**config.mk**
```make
export PLATFORM = sky130hd
export DESIGN_NAME = ser_latch_drv
export DESIGN_NICKNAME = d
export VERILOG_FILES = /design/src/rtl/ser_latch_pkg.sv /design/src/rtl/sl_sync.sv /design/src/rtl/sl_shift.sv /design/src/rtl/sl_latch.sv /design/src/rtl/ser_latch_drv.sv
export SDC_FILE = /design/constraint.sdc
export NUM_CORES = 1
export LEC_CHECK = 0
export BUFFER_PORTS_ARGS = -buffer_cell sky130_fd_sc_hd__buf_4
export CAP_MARGIN = 25
export CORE_ASPECT_RATIO = 1.4
export CORE_UTILIZATION = 55
export DETAILED_ROUTE_END_ITERATION = 12
export GPL_TIMING_DRIVEN = 0
export PLACE_DENSITY = 0.77
export REMOVE_ABC_BUFFERS = 1
export SLEW_MARGIN = 10
export SYNTH_ARGS = -nofsm -noshare
export SYNTH_HDL_FRONTEND = slang
export SYNTH_SLANG_ARGS = --single-unit
export TNS_END_PERCENT = 10
```
**constraint.sdc**
```tcl
create_clock -name clk -period 1.1 [get_ports clk]
set_input_delay 0.11 -clock clk [delete_from_list [all_inputs] [get_ports clk]]
set_output_delay 0.11 -clock clk [all_outputs]
set_load 0.05 [all_outputs]
```
**src/rtl/ser_latch_pkg.sv**
```systemverilog
package ser_latch_pkg;

  // Raw control/data pins gathered so one synchronizer bank carries them all.
  typedef struct packed {
    logic sclk;
    logic strobe;
    logic blank;
    logic sdata;
  } sl_pins_t;

  localparam int SL_PIN_W = $bits(sl_pins_t);

  // Reset image of the synchronized pins: blanking asserted, rest low.
  localparam sl_pins_t SL_PIN_RST = '{sclk: 1'b0, strobe: 1'b0, blank: 1'b1, sdata: 1'b0};

endpackage

```
**src/rtl/sl_sync.sv**
```systemverilog
module sl_sync #(
  parameter int WIDTH  = 1,
  parameter int STAGES = 2,
  parameter logic [WIDTH-1:0] RST_VAL = '0
) (
  input  logic             clk,
  input  logic             rst,
  input  logic [WIDTH-1:0] d,
  output logic [WIDTH-1:0] q
);

  logic [WIDTH-1:0] stg [STAGES];

  always_ff @(posedge clk) begin
    if (rst) begin
      for (int k = 0; k < STAGES; k++) stg[k] <= RST_VAL;
    end else begin
      stg[0] <= d;
      for (int k = 1; k < STAGES; k++) stg[k] <= stg[k-1];
    end
  end

  assign q = stg[STAGES-1];

endmodule

```
**src/rtl/sl_shift.sv**
```systemverilog
module sl_shift #(
  parameter int WIDTH = 20
) (
  input  logic             clk,
  input  logic             rst,
  input  logic             sclk_s,
  input  logic             din_s,
  output logic [WIDTH-1:0] chain,
  output logic             step
);

  logic sclk_prev;

  always_ff @(posedge clk) begin
    if (rst) sclk_prev <= 1'b0;
    else     sclk_prev <= sclk_s;
  end

  assign step = sclk_s & ~sclk_prev;

  generate
    if (WIDTH == 1) begin : g_one
      always_ff @(posedge clk) begin
        if (rst)       chain <= '0;
        else if (step) chain <= din_s;
      end
    end else begin : g_many
      always_ff @(posedge clk) begin
        if (rst)       chain <= '0;
        else if (step) chain <= {chain[WIDTH-2:0], din_s};
      end

      tail_moves_chk: assert property (@(posedge clk) disable iff (rst)
        step |=> chain[WIDTH-1] == $past(chain[WIDTH-2]));
    end
  endgenerate


  head_loads_chk: assert property (@(posedge clk) disable iff (rst)
    step |=> chain[0] == $past(din_s));


  idle_hold_chk: assert property (@(posedge clk) disable iff (rst)
    !step |=> $stable(chain));

endmodule

```
**src/rtl/sl_latch.sv**
```systemverilog
module sl_latch #(
  parameter int WIDTH = 20
) (
  input  logic             clk,
  input  logic             rst,
  input  logic             open_s,
  input  logic [WIDTH-1:0] d,
  output logic [WIDTH-1:0] q
);

  always_ff @(posedge clk) begin
    if (rst)         q <= '0;
    else if (open_s) q <= d;
  end


  follow_chk: assert property (@(posedge clk) disable iff (rst)
    open_s |=> q == $past(d));


  hold_chk: assert property (@(posedge clk) disable iff (rst)
    !open_s |=> $stable(q));

endmodule

```
**src/rtl/ser_latch_drv.sv**
```systemverilog
module ser_latch_drv
  import ser_latch_pkg::*;
#(
  parameter int WIDTH       = 20,
  parameter int SYNC_STAGES = 2
) (
  input  logic             clk,
  input  logic             rst,
  input  logic             sclk_i,
  input  logic             sdata_i,
  input  logic             strobe_i,
  input  logic             blank_i,
  output logic             sdata_o,
  output logic [WIDTH-1:0] drv_en_o
);

  localparam int LAST = WIDTH - 1;

  sl_pins_t         pins_raw, pins_s;
  logic [SL_PIN_W-1:0] pins_s_vec;
  logic [WIDTH-1:0] chain, held;
  logic             step;

  assign pins_raw = '{sclk: sclk_i, strobe: strobe_i, blank: blank_i, sdata: sdata_i};

  sl_sync #(
    .WIDTH  (SL_PIN_W),
    .STAGES (SYNC_STAGES),
    .RST_VAL(SL_PIN_RST)
  ) u_sync (
    .clk(clk),
    .rst(rst),
    .d  (pins_raw),
    .q  (pins_s_vec)
  );

  assign pins_s = sl_pins_t'(pins_s_vec);

  sl_shift #(.WIDTH(WIDTH)) u_shift (
    .clk   (clk),
    .rst   (rst),
    .sclk_s(pins_s.sclk),
    .din_s (pins_s.sdata),
    .chain (chain),
    .step  (step)
  );

  sl_latch #(.WIDTH(WIDTH)) u_latch (
    .clk   (clk),
    .rst   (rst),
    .open_s(pins_s.strobe),
    .d     (chain),
    .q     (held)
  );

  assign sdata_o  = chain[LAST];
  assign drv_en_o = pins_s.blank ? '0 : held;


  blank_keeps_latch_chk: assert property (@(posedge clk) disable iff (rst)
    (pins_s.blank && !pins_s.strobe) |=> $stable(held));


  cascade_stable_chk: assert property (@(posedge clk) disable iff (rst)
    !step |=> $stable(sdata_o));

endmodule

```
==> run_results.csv <==
group,metric,value,unit
worst_setup_path,cp_num_cells,3,
worst_setup_path,startpoint_to_endpoint_class_of_the_critical_path,"reg -> out",
cts,cts-root-buf,"clkbuf_8",
power,relative_contribution_of_sequential_cells_to_total_power,60.4,%
placement,port-buffer-count,26,
final_layout,inserted_diodes,0,
sta,final_critical_path_setup_slack,-138,ps
worst_setup_path,cp_delay_by_family_top,"flip-flops",
worst_setup_path,path_buf_inv,2,
power,pwr-share-comb,4.8,%
placement,hpwl,1770,um
status,violations_in_the_final_reports,"setup timing",
placement,gp_congestion,0.695,
cts,cts_buffers,5,
final_layout,number_of_filler_instances_in_the_final_layout,228,
sta,final_hold_viol_count,0,
sta,worst_slew_pin_slew,414,ps
sta,rsz_0062_raised_after_global_routing,"yes",
power,vdd_ir_drop_max,1.26,mV
sta,max-slew-margin-rel,72.4,%
sta,timing_max_transition_violations_final,0,
final_layout,finish.net_count,206,
power,power.share.clock,34.7,%
floorplan,placeableCoreArea,3180,sq um
routing,vias_per_cell,5.04,
placement,dpl-instance-area,2040,sq um
final_layout,final_core_utilization,75.6,%
synthesis,syn_area_per_cell,10.9,sq um
floorplan,pin_count,27,
cts,tritoncts_clock_tree,"yes",
status,run_status,"complete, but fails checks",
floorplan,floorplan.die_area,3630,sq um
sta,final_setup_fails,20,
global_routing,grt_max_degree,51,
power,netSwitchingPower,623,uW
floorplan,start_util,58.6,%
routing,first_pass_detailed_route_iteration_total,2,
power,power_leakage,0.000857,uW
sta,period_share,113,%
worst_setup_path,reg2regPathDepth,2,
worst_setup_path,critPathMaxStageDelay,390,ps
cts,tritoncts_num_sinks,49,
sta,clock_skew,6.58,ps
synthesis,synthesis.yosys.warnings,0,
floorplan,die_width,51.2,um
cts,cts_max_level,2,
worst_setup_path,ff2ff_setup_slack,20,ps
power,p_int,2360,uW
synthesis,mappedNetlistArea,1860,sq um
worst_setup_path,maximum_fanout_encountered_on_the_critical_timing_path,10,
worst_setup_path,critical_path.cell_chain,"buf_12 -> nor2b_2 -> buf_6",
worst_setup_path,slowest_stage,"dfxtp_4",
job,max-cap-violations,0,
power,power_per_cell_area,1240,nW/um^2
floorplan,die_height,70.9,um
worst_hold_path,hp-class,"in -> reg",
worst_setup_path,critical_path_required,990,ps
power,power.share.switching,20.9,%
routing,drt.antenna.violating_nets,0,
global_routing,all_layer_global_routing_usage,19.8,%
routing,vias,1205,
worst_setup_path,timing.critical_path.arrival,1130,ps
worst_hold_path,timing.hold.worst_path_depth,2,
sta,maxClockFrequency,808,MHz
global_routing,first_global_vias,1164,
synthesis,synth.ff_latch_count,49,
worst_setup_path,crit_path_end_kind,"output pin",
sta,finalWorstPathRequiredPeriod,1240,ps
global_routing,gr-total-overflow,0,
final_layout,area_delta_synth_final,29.1,%
global_routing,grt_first_pass_wirelength,5350,um
cts,clockBufferDepth,2,
final_layout,finalInstanceArea,2410,sq um
floorplan,fp_rows,24,
sta,totalNegativeSetupSlack,-2320,ps
synthesis,syn_inst,171,
cts,clk_pin_slew,80,ps
routing,wl_per_cell,13.8,um
synthesis,post_synth_num_cell_types,15,
routing,drt_drc_violations_left,0,
routing,route.final.wire_length,3310,um
final_layout,final_layout_size_suffix_gt1_share,31.5,%
routing,drt_iter0_drc,24,
global_routing,grt_antenna_before_repair,0,
cts,clk-insertion-delay-late,300,ps
worst_setup_path,cp-start-kind,"flop",
synthesis,ys_seq_area_share,52.6,%
placement,place_ws,-268,ps
## synth_stat cells
cell	instances	area share, %
nand2b_1	20	6.7
buf_2	2	0.54
clkbuf_2	1	0.27
nor2b_1	25	8.4
dfxtp_1	49	53
nor2b_4	1	0.74
buf_8	2	1.6
clkbuf_1	3	0.60
or2_2	2	0.67
nor2_1	20	4.0
nand4bb_1	1	0.60
buf_4	3	1.2
and2b_1	2	0.81
mux2i_1	39	21
o21ai_1	1	0.27
## worst reg2reg max path, stage by stage (launching register included)
cell	delay, ps
dfxtp_2	370
nor2b_4	400
mux2i_1	240
## worst paths after layout
| check | start | endpoint |
|---|---|---|
| setup / recovery | u_sync.stg[0][5] | drv_en_o[13] |
| hold / removal | sclk_i | u_sync.stg[0][3] |
| setup reg to reg | u_sync.stg[0][7] | u_shift.chain[8] |
| hold reg to reg | u_sync.stg[0][1] | u_sync.stg[0][5] |
## sequential cells by signal, indices dropped and copies added (netlist names)
register,flops
u_shift.sclk_prev,1
u_latch.q,20
u_sync.stg,8
u_shift.chain,20
## layout by cell type (no fill, tap or decap), types with 2 or more instances in the layout
cell	synthesis	layout
nor2b_4	1	12
buf_6	0	18
buf_4	3	7
buf_8	2	4
dfxtp_1	49	46
clkbuf_8	0	6
nor2_1	20	20
or2_2	2	2
nand2b_1	20	20
nor2b_2	0	8
nor2b_1	25	7
mux2i_1	39	38
buf_12	0	2
dfxtp_4	0	2
and2b_1	2	2
## metal layers
| layer | GRT usage (%) | part of all wire (%) |
|---|---|---|
| met5 | 0 | 0 |
| met4 | 5.86 | 0.85 |
| met3 | 6.24 | 3.0 |
| met2 | 34.5 | 52 |
| met1 | 22.6 | 44 |
## cell families after synthesis
| family | share of synthesized area, % |
|---|---|
| flops | 52.6 |
| buf+inv | 4.23 |
| mux | 20.9 |
| simple gates | 21.9 |
| compound gates | 0.268 |
## area by class of cell
type	instances	area, sq um	area share [%]
tap	39	48.8	2.03
sequential	49	990	41.1
clock buffer	7	86.3	3.59
timing repair buffer	32	365	15.2
multi-input combinational	112	917	38.1
## per-stage QoR
step           std cells  power, uW  hold WS (ps)
2_1_floorplan        160       1900           182
3_3_place_gp         225       1950           296
3_5_place_dp         226       1960           298
4_1_cts              239       3000          22.1
5_1_grt              239       3090          14.9
6_report             239       2980          27.6
## what timing repair did
action	CTS	global route
resized for setup	50	17
gates cloned	1	0
pin swaps	0	0
setup endpoints to repair	60	40
hold endpoints to repair	1	0
setup buffers	4	0
hold buffers	1	0
## power by group through the flow
| stage | clock network (uW) | registers, uW | logic (uW) |
|---|---|---|---|
| detailed placement | 0 | 1850 | 106 |
| global route | 1130 | 1800 | 153 |
| global placement | 0 | 1860 | 95.1 |
| CTS | 1060 | 1800 | 139 |
| floorplan | 0 | 1850 | 56.9 |
| finish | 1040 | 1800 | 144 |
(Power assumes the default switching activity.)
